File: src/rtl/blank_pkg.sv
package blank_pkg;
  // Outcome of an incoming event in the current cycle
  typedef enum logic [1:0] {
    EV_NONE = 2'd0,
    EV_PASS = 2'd1,
    EV_HIT  = 2'd2
  } ev_class_e;
endpackage

File: src/rtl/blank_gate.sv
module blank_gate
  import blank_pkg::*;
(
  input  logic      evt_in,
  input  logic      active,
  output ev_class_e cls
);
  always_comb begin
    cls = EV_NONE;
    if (evt_in) cls = active ? EV_HIT : EV_PASS;
  end
endmodule

File: src/rtl/blank_period_reg.sv
module blank_period_reg #(
  parameter int PERIOD_W = 8
) (
  input  logic                clk,
  input  logic                rst,
  input  logic                wr,
  input  logic [PERIOD_W-1:0] wdata,
  output logic [PERIOD_W-1:0] per_q
);
  always_ff @(posedge clk) begin
    if (rst)     per_q <= '0;
    else if (wr) per_q <= wdata;
  end
endmodule

File: src/rtl/blank_counter.sv
module blank_counter
  import blank_pkg::*;
#(
  parameter int PERIOD_W = 8
) (
  input  logic                clk,
  input  logic                rst,
  input  logic                tick_en,
  input  ev_class_e           cls,
  input  logic [PERIOD_W-1:0] load_val,
  output logic [PERIOD_W-1:0] cnt_q,
  output logic                active
);
  localparam logic [PERIOD_W-1:0] ONE = {{(PERIOD_W-1){1'b0}}, 1'b1};

  assign active = |cnt_q;

  always_ff @(posedge clk) begin
    if (rst)                   cnt_q <= '0;
    else if (cls == EV_PASS)   cnt_q <= load_val;
    else if (active && tick_en) cnt_q <= cnt_q - ONE;
  end
endmodule

File: src/rtl/blank_flag.sv
module blank_flag
  import blank_pkg::*;
(
  input  logic      clk,
  input  logic      rst,
  input  ev_class_e cls,
  input  logic      clr,
  output logic      flag_q
);
  always_ff @(posedge clk) begin
    if (rst)                 flag_q <= 1'b0;
    else if (cls == EV_HIT)  flag_q <= 1'b1;
    else if (clr)            flag_q <= 1'b0;
  end
endmodule

File: src/rtl/blank_timer.sv
module blank_timer
  import blank_pkg::*;
#(
  parameter int PERIOD_W = 8
) (
  input  logic                clk,
  input  logic                rst,
  input  logic                tick_en,
  input  logic                evt_in,
  input  logic                per_wr,
  input  logic [PERIOD_W-1:0] per_wdata,
  input  logic                clr_flag,
  output logic                evt_out,
  output logic                det_flag
);
  logic [PERIOD_W-1:0] per_q;
  logic [PERIOD_W-1:0] cnt_q;
  logic                active;
  ev_class_e           cls;

  blank_period_reg #(.PERIOD_W(PERIOD_W)) u_per (
    .clk(clk), .rst(rst), .wr(per_wr), .wdata(per_wdata), .per_q(per_q)
  );

  blank_gate u_gate (
    .evt_in(evt_in), .active(active), .cls(cls)
  );

  blank_counter #(.PERIOD_W(PERIOD_W)) u_cnt (
    .clk(clk), .rst(rst), .tick_en(tick_en), .cls(cls),
    .load_val(per_q), .cnt_q(cnt_q), .active(active)
  );

  blank_flag u_flag (
    .clk(clk), .rst(rst), .cls(cls), .clr(clr_flag), .flag_q(det_flag)
  );

  always_ff @(posedge clk) begin
    if (rst) evt_out <= 1'b0;
    else     evt_out <= (cls == EV_PASS);
  end
endmodule

File: config.mk
export PLATFORM = sky130hd
export DESIGN_NAME = blank_timer
export DESIGN_NICKNAME = d
export VERILOG_FILES = /design/src/rtl/blank_pkg.sv /design/src/rtl/blank_gate.sv /design/src/rtl/blank_period_reg.sv /design/src/rtl/blank_counter.sv /design/src/rtl/blank_flag.sv /design/src/rtl/blank_timer.sv
export SDC_FILE = /design/constraint.sdc
export NUM_CORES = 1
export LEC_CHECK = 0
export BUFFER_PORTS_ARGS = -buffer_cell sky130_fd_sc_hd__buf_2
export CAP_MARGIN = 20
export CELL_PAD_IN_SITES_DETAIL_PLACEMENT = 2
export CELL_PAD_IN_SITES_GLOBAL_PLACEMENT = 2
export CORE_UTILIZATION = 32
export CTS_CLUSTER_SIZE = 14
export DETAILED_ROUTE_END_ITERATION = 10
export GPL_TIMING_DRIVEN = 0
export PLACE_DENSITY = 0.76
export SYNTH_ARGS = -nofsm -noshare
export SYNTH_HDL_FRONTEND = slang
export SYNTH_SLANG_ARGS = --single-unit
File: constraint.sdc
create_clock -name clk -period 2.2 [get_ports clk]
set_clock_uncertainty 0.2 [all_clocks]
set_input_delay 0.11 -clock clk [delete_from_list [all_inputs] [get_ports clk]]
set_output_delay 0.11 -clock clk [all_outputs]
set_load 0.01 [all_outputs]
# == Yosys cells after proc, flatten, opt, wreduce, memory -nomap -nowiden ==
# Cells that the tools add are included.
# word_totals
elab_cells,17
out_inout_bits,2
in_bits,14
register_bits,18
# classes
add_sub_neg,1
muxes,6
n_reduce_logical,4
n_eq_ne,2
# ops
cell,n
$mux 8,2
$reduce_or 8->1,1
$sub 8x1->8 const B,1
$mux 2,2
$reduce_bool 2->1,2
$eq 2x1->1 const B,1
$eq 2x2->1 const B,1
$mux 1,2
$logic_and 1x1->1,1

# == Logic depth before layout (Yosys ltp) ==
# Gate-level depths: netlist (run 1).
# logic_depth
depth_word,5
mapped_depth,6
depth_no_buf,6

# == Hierarchy ==
# A second synthesis (run 1) with hierarchy kept.
# hier_totals
hier_cells,92
hier_area_um2,868.3
# modules_own_cells
module,cells_each,seq_area_each_um2,n_inst,area_per_inst_um2
blank_counter,58,160.2,1,493.0
blank_period_reg,26,160.2,1,285.3
blank_flag,4,20.0,1,41.3
blank_timer,2,20.0,1,32.5
blank_gate,2,0.0,1,16.3

# == Worst setup path before layout (run 1) ==
# No wires, ideal clock.
# synth_timing
path_type,register -> register
start,register u_cnt.cnt_q[0]
end,register u_cnt.cnt_q[1]
slack_ns,0.407
arrival_ns,1.536
setup_time_ns,0.058
required_time_ns,1.942
path_buffers,0
period_less_slack_ns,1.793
stages_incl_launch_ff,7
cell_sequence,dfxtp_1 > inv_1 > ha_1 > nor4b_4 > nand2_4 > a2111oi_2 > or3_1
# synth_between
elab_chain_len,5
word_cells_on_any_way,9
classes_between,1 x add/sub; 1 x eq/ne; 4 x mux; 3 x reduce/logical
# synth_lines
element,line_no,source
from (decl),blank_counter.sv:11,"output logic [PERIOD_W-1:0] cnt_q,"
from (signal assigned),blank_counter.sv:20,else if (cls == EV_PASS) cnt_q <= load_val;
from (signal assigned),blank_counter.sv:21,else if (active && tick_en) cnt_q <= cnt_q - ONE;
branches (longest 5 deep; another with $sub 8x1->8),-,
# Several ways; the timed one is not identified. The select of a mux whose other input is x is not followed.
# A chain may end at the register's enable or synchronous reset.

# == Worst setup path in the final report (run 1) ==
# layout_timing
start,register u_cnt.cnt_q[0]
end,register u_cnt.cnt_q[2]
# Same word-level chain as after synthesis.

==> impl_metrics.csv, run 1 <==
group,metric,value,unit
run_status,outcome,"completed",
yosys,yosysTopAreaCellShare,41.1,%
layout,layout-drive-gt1-share,23.0,%
floorplanning,num_rows,18,
timing,setup_violations,0,
power,power,1.36,mW
layout,finish.utilization,45.1,%
timing,slew-limit-headroom,61.7,%
routing,drc,0,
critical_path,crit_buf_inv,2,
critical_path,crit_family,"simple AND/OR/NAND/NOR gates",
global_route,grt_overflow,0,
timing,post-route-min-period,1.96,ns
placed_design,detailed_place_hpwl,1580,um
placed_design,io_buffer_count,14,
layout,final_cells,152,
layout,antenna-diode-count,0,
floorplanning,die_h,54.4,um
placed_design,gp_congestion,0.738,
global_route,grt_max_degree,11,
global_route,antenna_found_initial,0,
global_route,grt_pass1_vias,813,
placed_design,dp.cells,136,
routing,drt-met1-wl,1110,um
routing,wl,2570,um
layout,area_growth,29.8,%
power,irDropWorstVdd,0.000622,V
timing,hold_violations,0,
critical_path,start_kind,"register",
yosys,synth_area_leaders,"dfxtp_1 41%, mux2i_1 13%, nor2_1 5.1%, o2bb2ai_1 4.0%, a21oi_1 3.4%",
critical_path,cp.required,2.23,ns
critical_path,crit_type,"register to register",
timing,min_period_over_period,89.2,%
timing,fin_hold_ws,0.0597,ns
critical_path,crit_chain,"inv_1 > ha_1 > nor4b_4 > buf_4 > nand2_4 > nor3b_4 > o2bb2ai_1",
routing,via_per_inst,5.22,
yosys,avgSynthCellArea,9.53,sq um
run,maxCapViolCount,0,
power,powerDensity,1190,nW/um^2
yosys,synth-async-reset-ratio,0,%
power,total_leakage_power,0.486,nW
clocking,path_clk_slew,0.11,ns
global_route,grt_use_total,20.3,%
timing,fmax,510,MHz
yosys,syn_inst,92,
clocking,clk_latency,0.31,ns
critical_path,cp_slowest_cell,"dfxtp_1",
timing,worst_pin_slew,0.575,ns
routing,route.met3.wl,55,um
clocking,clockRootBuffer,"clkbuf_4",
routing,routed.top_layer,"met4",
yosys,ys_warn_count,0,
yosys,synth_edf_count,0,
floorplanning,start_util,34.8,%
yosys,yosys_most_used_dff,"dfxtp_1",
critical_path,max_stage_delay,0.35,ns
floorplanning,dieArea,2950,sq um
worst_hold_path,hold_class,"input port to register",
timing,slew_violations,0,
clocking,ctsHtreeMaxLevel,1,
routing,wl_met2,1360,um
critical_path,worstPathArrival,1.99,ns
power,p_sw,0.567,mW
critical_path,end_kind,"register",
timing,rsz0062_at_grt,"no",
routing,first_pass_iters,4,
yosys,yosysMostFrequentCell,"dfxtp_1",
yosys,synth_common_cells,"18 x dfxtp_1, 12 x nor2_1, 11 x mux2i_1",
routing,wl_per_cell,16.9,um
timing,setup_tns,0,ns
yosys,yosysSeqAreaShare,41.1,%
power,internal_power,0.790,mW
routing,initialDrtViolationCount,6,
global_route,grt_pass1_wl,4080,um
clocking,cts_resized,0,
yosys,yosys_register_bits,18,
power,swShare,41.8,%
yosys,syn_area,877,sq um
yosys,synth_nets,108,
floorplanning,ios,16,
critical_path,cp_max_fo,8,
clocking,clock_sinks,18,
yosys,ys_types,27,
clocking,tritoncts,"built",
routing,vias,793,
yosys,synth_area_leader_cell,"dfxtp_1",
floorplanning,die_w,54.4,um
power,p_comb_share,47.5,%
floorplanning,core-area,2520,sq um
layout,fillers,285,
routing,ant_nets,0,
layout,layout.nets,139,
power,p_seq_share,36.5,%
clocking,cts_buffer_depth,2,
power,pwr-share-clk,15.9,%
clocking,cts_made_buffers,3,
==> placed cells by master (no fill, tap or decap), drive strengths merged <==
master / count
clkbuf: 6
nor2: 12
nor2b: 1
o2bb2ai: 4
nor4b: 1
dlygate4sd3: 11
nand2b: 1
nor3b: 2
mux2i: 11
a21oi: 6
or3: 2
a211o: 1
and3: 2
o21ai: 5
ha: 2
buf: 16
or3b: 1
o31ai: 1
dfxtp: 18
a211oi: 2
nor4: 1
nand2: 6
a2111oi: 1
inv: 4
nor3: 5
==> sequential cells by signal, indices dropped and copies added, names as in the netlist <==
name           count
u_cnt.cnt_q        8
evt_out            1
u_flag.flag_q      1
u_per.per_q        8
==> kinds of logic after synthesis <==
| kind of cell | Yosys count | synth area share [%] |
|---|---|---|
| AOI/OAI and AO/OA | 20 | 15.7 |
| and+or+nand+nor | 34 | 24.0 |
| muxes | 11 | 12.6 |
| buffers and inverters | 7 | 3.85 |
| DFF | 18 | 41.1 |
| adders and majority gates | 2 | 2.85 |
==> tightest hold or removal path: cells and delay by family <==
| kind | cells | cell delay [ns] |
|---|---|---|
| compound gates | 1 | 0.16 |
| buf+inv | 1 | 0.14 |
| simple gates | 2 | 0.12 |
==> metrics by stage <==
| step | setup WS [ns] | cell area [sq um] |
|---|---|---|
| detailed placement | 0.135 | 985 |
| global route | 0.106 | 1140 |
| global placement | 0.182 | 985 |
| finish | 0.237 | 1140 |
| CTS | 0.0970 | 1130 |
| floorplan | 0.407 | 877 |
==> layer usage <==
metal / vias up / global-route usage, %
met5: - / 0
met4: 0 / 8.55
met3: 6 / 2.22
met2: 13 / 35.6
met1: 381 / 24.8
li1: 393 / -
==> worst paths after layout <==
check	start	end	slack, ns	cells after the start
setup reg to reg	u_cnt.cnt_q[0]$_SDFFE_PP0P_	u_cnt.cnt_q[2]$_SDFFE_PP0P_	0.24	7
hold reg to reg	u_per.per_q[7]$_SDFFE_PP0P_	u_cnt.cnt_q[7]$_SDFFE_PP0P_	0.28	1
setup / recovery	u_cnt.cnt_q[0]$_SDFFE_PP0P_	u_cnt.cnt_q[2]$_SDFFE_PP0P_	0.24	7
hold / removal	tick_en	u_cnt.cnt_q[0]$_SDFFE_PP0P_	0.06	4
==> power by group through the flow <==
stage	sequential (mW)	combinational, mW	clock (mW)
after detailed placement	0.502	0.577	0
final	0.496	0.645	0.216
after global placement	0.494	0.554	0
after CTS	0.494	0.604	0.216
after global routing	0.509	0.719	0.233
after floorplan	0.491	0.438	0
==> area by class of cell <==
type,instances,area (sq um),area share (%)
Buffer,3,18.8,1.65
Clock buffer,4,36.3,3.19
Inverter,4,15.0,1.32
Multi-Input combinational cell,67,483,42.4
Sequential cell,18,360,31.6
Tap cell,30,37.5,3.30
Timing Repair Buffer,26,188,16.5
==> timing repair <==
item | CTS | global route
hold buffers | 11 | 0
endpoints found under the setup margin | 0 | 6
setup buffers | 0 | 1
endpoints found under the hold margin | 13 | 0
No activity file was read; power rests on OpenSTA's default activity.
==> inputs of run 2 (changes only) <==
Settings changed: CTS_BUF_LIST from default to sky130_fd_sc_hd__clkbuf_8 sky130_fd_sc_hd__clkbuf_16.
==> run 2 against run 1 <==
Compared with the run above: global-route usage decreased by 2.1 points; power rose by 3.9%; highest routed layer unchanged; first-iteration DRC count up 33%; critical path type unchanged; count of clock-buffer cells in the layout did not move; fmax is 1.8% higher.
==> impl_metrics.csv, run 2 (same netlist as run 1, synthesis figures left out) <==
group,metric,value,unit
run_status,outcome,"completed",
routing,wl,2350,um
power,total_leakage_power,0.493,nW
clocking,clock_sinks,18,
power,irDropWorstVdd,0.000628,V
timing,worst_pin_slew,0.549,ns
global_route,grt_pass1_vias,775,
timing,fin_hold_ws,0.119,ns
layout,area_growth,32.0,%
worst_hold_path,holdPathStages,4,
worst_hold_path,hold_class,"input port to register",
power,powerDensity,1220,nW/um^2
routing,via_per_inst,5.10,
clocking,cts_made_buffers,3,
power,pwr-share-clk,19.4,%
timing,post-route-min-period,1.93,ns
clocking,cts_buffer_depth,2,
timing,fmax,519,MHz
placed_design,detailed_place_hpwl,1580,um
clocking,tritoncts,"built",
power,p_comb_share,45.4,%
worst_hold_path,hold_start,"tick_en",
placed_design,io_buffer_count,14,
routing,first_pass_iters,2,
critical_path,reg2reg_from,"u_cnt.cnt_q[0]$_SDFFE_PP0P_",
power,p_sw,0.562,mW
critical_path,cp.required,2.19,ns
critical_path,start_kind,"register",
routing,ant_nets,0,
layout,top_regs,"u_cnt.cnt_q x8, u_per.per_q x8",
global_route,grt_use_total,18.2,%
global_route,grt_max_degree,11,
timing,slew-limit-headroom,63.4,%
placed_design,place_ws,0.135,ns
clocking,clockRootBuffer,"clkbuf_8",
worst_hold_path,holdPathEnd,"u_cnt.cnt_q[0]$_SDFFE_PP0P_",
layout,antenna-diode-count,0,
floorplanning,start_util,34.8,%
layout,layout-drive-gt1-share,23.0,%
global_route,grt_pass1_wl,3710,um
routing,wl_per_cell,15.5,um
floorplanning,core-area,2520,sq um
run,maxCapViolCount,0,
timing,slew_violations,0,
floorplanning,die_w,54.4,um
floorplanning,die_h,54.4,um
critical_path,cp_max_fo,8,
clocking,ctsHtreeMaxLevel,1,
placed_design,gp_congestion,0.738,
global_route,grt_overflow,0,
routing,initialDrtViolationCount,8,
floorplanning,num_rows,18,
critical_path,r2r_cells,7,
global_route,antenna_found_initial,0,
critical_path,ff2ff_setup_slack,0.27,ns
critical_path,crit_start,"u_cnt.cnt_q[0]$_SDFFE_PP0P_",
critical_path,crit_type,"register to register",
clocking,cts_resized,0,
timing,layout_setup_ws,0.272,ns
power,p_seq_share,35.1,%
layout,layout.nets,139,
timing,hold_violations,0,
timing,setup_tns,0,ns
layout,layout_commonest_cell,"dfxtp_1",
critical_path,end_kind,"register",
clocking,clk_latency,0.26,ns
floorplanning,ios,16,
layout,final_cell_mix,"18 x dfxtp_1, 14 x buf_2, 12 x nor2_1",
clocking,path_clk_slew,0.07,ns
timing,setup_violations,0,
critical_path,worstPathArrival,1.91,ns
timing,min_period_over_period,87.6,%
floorplanning,dieArea,2950,sq um
routing,vias,775,
timing,rsz0062_at_grt,"no",
power,swShare,39.9,%
power,internal_power,0.848,mW
routing,drc,0,
critical_path,r2r_end,"u_cnt.cnt_q[3]$_SDFFE_PP0P_",
run 2: repair_timing:
item,CTS,global route
setup endpoints to repair,0,5
hold endpoints to repair,10,0
hold buffers,11,0
setup buffers,0,1
run 2: critical path: stages (launching register included):
cell       delay, ns
dfxtp_1         0.34
inv_1           0.11
ha_1            0.21
nor4b_4         0.20
buf_4           0.21
nand2_4         0.10
nor3b_4         0.33
o2bb2ai_1       0.16
run 2: power groups by stage:
stage,registers (mW),clock network (mW),logic [mW]
2_1_floorplan,0.491,0,0.438
3_3_place_gp,0.494,0,0.554
3_5_place_dp,0.502,0,0.577
4_1_cts,0.495,0.283,0.606
5_1_grt,0.509,0.292,0.713
6_report,0.495,0.274,0.641
run 2: worst max path at each step:
| stage | cells after the start | slack (ns) | end |
|---|---|---|---|
| 3_5_place_dp | 6 | 0.13 | u_cnt.cnt_q[1]$_SDFFE_PP0P_ |
| 3_3_place_gp | 6 | 0.18 | u_cnt.cnt_q[1]$_SDFFE_PP0P_ |
| 2_1_floorplan | 6 | 0.41 | u_cnt.cnt_q[1]$_SDFFE_PP0P_ |
| 5_1_grt | 7 | 0.13 | u_cnt.cnt_q[1]$_SDFFE_PP0P_ |
| 6_report | 7 | 0.27 | u_cnt.cnt_q[3]$_SDFFE_PP0P_ |
| 4_1_cts | 6 | 0.08 | u_cnt.cnt_q[1]$_SDFFE_PP0P_ |
run 2: metrics by stage:
stage                     power (mW)  std cells  cell area (sq um)  utilization (%)
final                           1.41        152               1160             45.9
after global routing            1.51        152               1160             45.9
after CTS                       1.38        151               1150             45.6
after detailed placement        1.08        136                985             39.0
after global placement          1.05        136                985             39.0
after floorplan                0.929         92                877                -
run 2: layout make-up:
cell class,instances,area [sq um]
plain buffers,3,18.8
clock buffers,4,55.1
fillers,279,1370
inverters,4,15.0
multi-input cells,67,483
flip-flops and latches,18,360
well taps,30,37.5
repair buffers,26,188
run 2: metal layers:
layer | wire, um | share of wire, % | GRT usage, %
met1 | 1100 | 47 | 23.3
met2 | 1180 | 50 | 30.1
met3 | 36 | 1.5 | 3.33
met4 | 30 | 1.3 | 6.41
met5 | 0 | 0 | 0
==> inputs of run 3 (changes only) <==
Settings changed: CELL_PAD_IN_SITES_DETAIL_PLACEMENT 2 to 1, CORE_MARGIN from default to 2, CORE_UTILIZATION 32 to 35, PLACE_DENSITY 0.76 to 0.82.
Clock period 2.2 ns to 2.3 ns, I/O delays scaled along.
==> run 3 against run 2 <==
Compared with the run above: die area is 1.1% lower; via count down 4.9%; setup slack worse by 0.013 ns; fmax decreased by 5.5%; final area shrank 1.5%; hold slack got worse by 0.085 ns; largest cell class unchanged; sequential cell count is the same.
==> impl_metrics.csv, run 3 (same netlist as run 1, synthesis figures left out) <==
group,metric,value,unit
routing,ant_nets,0,
routing,wl_per_cell,12.8,um
layout,multi_input_area,483,sq um
critical_path,cp_max_fo,8,
critical_path,ff2ff_setup_slack,0.26,ns
layout,final_cell_mix,"18 x dfxtp_1, 14 x buf_2, 12 x nor2_1",
clocking,path_clk_slew,0.07,ns
timing,fmax,490,MHz
floorplanning,core-area,2430,sq um
critical_path,worstPathArrival,2.05,ns
routing,drc,0,
layout,fillers,292,
critical_path,r2r_end,"u_cnt.cnt_q[1]$_SDFFE_PP0P_",
global_route,grt_pass1_vias,772,
routing,first_pass_iters,2,
layout,antenna-diode-count,0,
run,maxCapViolCount,0,
timing,slew_violations,0,
power,pwr-share-clk,20.1,%
critical_path,crit_chain,"inv_1 > ha_1 > nor4b_4 > nand2_4 > a2111oi_2 > or3_1",
timing,slew-limit-headroom,62.1,%
global_route,grt_overflow,0,
routing,via_per_inst,4.91,
critical_path,r2r_cells,6,
clocking,clockRootBuffer,"clkbuf_8",
critical_path,cp.depth,6,
floorplanning,ios,16,
timing,setup_tns,0,ns
critical_path,cp.required,2.31,ns
critical_path,cp_slowest_cell,"nor4b_4",
timing,min_period_over_period,88.7,%
power,swShare,38.6,%
global_route,antenna_found_initial,0,
timing,rsz0062_at_grt,"no",
power,powerDensity,1120,nW/um^2
global_route,grt_pass1_wl,3330,um
layout,layout-drive-gt1-share,22.5,%
routing,initialDrtViolationCount,2,
critical_path,crit_type,"register to register",
timing,layout_setup_ws,0.259,ns
timing,setup_violations,0,
clocking,cts_made_buffers,3,
clocking,clk_latency,0.25,ns
layout,finish.utilization,46.9,%
clocking,clock_sinks,18,
power,p_comb_share,43.0,%
floorplanning,die_w,54.1,um
floorplanning,dieArea,2920,sq um
worst_hold_path,holdPathEnd,"u_flag.flag_q$_SDFFE_PP0P_",
worst_hold_path,hold_start,"evt_in",
clocking,cts_buffer_depth,2,
critical_path,start_kind,"register",
timing,post-route-min-period,2.04,ns
clocking,tritoncts,"built",
timing,worst_pin_slew,0.567,ns
critical_path,crit_family,"simple AND/OR/NAND/NOR gates",
layout,top_regs,"u_cnt.cnt_q x8, u_per.per_q x8",
floorplanning,num_rows,18,
power,total_leakage_power,0.484,nW
placed_design,io_buffer_count,14,
timing,fin_hold_ws,0.0341,ns
power,power,1.28,mW
layout,seq_area,360,sq um
global_route,grt_use_total,16.1,%
global_route,grt_max_degree,11,
critical_path,end_kind,"register",
worst_hold_path,hold_class,"input port to register",
layout,area_growth,30.0,%
layout,layout_commonest_cell,"dfxtp_1",
critical_path,crit_buf_inv,1,
layout,layout.nets,137,
critical_path,max_stage_delay,0.50,ns
run_status,outcome,"completed",
power,p_sw,0.493,mW
critical_path,reg2reg_from,"u_cnt.cnt_q[0]$_SDFFE_PP0P_",
power,irDropWorstVdd,0.000609,V
placed_design,gp_congestion,0.722,
placed_design,place_ws,0.247,ns
routing,wl,1920,um
power,internal_power,0.786,mW
timing,hold_violations,0,
power,p_seq_share,37.0,%
floorplanning,die_h,54.1,um
placed_design,detailed_place_hpwl,1410,um
routing,vias,737,
floorplanning,start_util,36.1,%
clocking,ctsHtreeMaxLevel,1,
worst_hold_path,holdPathStages,3,
-- run 3: cell types whose count changed in the layout (fill, tap and decap cells not counted) --
| cell | change |
|---|---|
| buf_4 | -1 |
| dlygate4sd3_1 | -1 |
-- run 3: metal layers --
layer | global-route usage [%] | vias to the layer above | share of wire (%)
li1 | - | 384 | -
met1 | 19.5 | 336 | 47
met2 | 27.0 | 12 | 49
met3 | 2.50 | 5 | 2.0
met4 | 8.75 | 0 | 2.5
met5 | 0 | - | 0
-- run 3: timing repair --
action / CTS / global route
hold endpoints to repair: 10 / 0
resized for setup: 0 / 0
hold buffers: 10 / 0
buffers inserted: 0 / 0
-- run 3: cell type report --
type,instances,share of cell area [%]
Buffer,3,1.65
Clock buffer,4,4.83
Inverter,4,1.32
Multi-Input combinational cell,67,42.4
Sequential cell,18,31.6
Tap cell,30,3.29
Timing Repair Buffer,24,14.9
-- run 3: worst max path at each step --
stage	startpoint	to	slack, ns
after global placement	u_cnt.cnt_q[0]$_SDFFE_PP0P_	u_cnt.cnt_q[1]$_SDFFE_PP0P_	0.26
after floorplan	u_cnt.cnt_q[0]$_SDFFE_PP0P_	u_cnt.cnt_q[1]$_SDFFE_PP0P_	0.51
after detailed placement	u_cnt.cnt_q[0]$_SDFFE_PP0P_	u_cnt.cnt_q[1]$_SDFFE_PP0P_	0.25
final	u_cnt.cnt_q[0]$_SDFFE_PP0P_	u_cnt.cnt_q[1]$_SDFFE_PP0P_	0.26
after CTS	u_cnt.cnt_q[0]$_SDFFE_PP0P_	u_cnt.cnt_q[1]$_SDFFE_PP0P_	0.23
after global routing	u_cnt.cnt_q[1]$_SDFFE_PP0P_	u_cnt.cnt_q[1]$_SDFFE_PP0P_	0.11
-- run 3: tightest hold or removal path, stage by stage --
cell and delay (ns):
buf_2 0.16, a21oi_1 0.09, nor2_1 0.09
-- run 3: power by group through the flow --
stage	registers, mW	logic (mW)	clock network (mW)
floorplan	0.470	0.419	0
global placement	0.474	0.535	0
detailed placement	0.479	0.543	0
CTS	0.473	0.560	0.263
global route	0.486	0.618	0.277
finish	0.473	0.550	0.256
-- run 3: metrics by stage --
step | cells | cell area, sq um
finish | 150 | 1140
global route | 150 | 1140
CTS | 150 | 1140
detailed placement | 136 | 985
global placement | 136 | 985
floorplan | 92 | 877
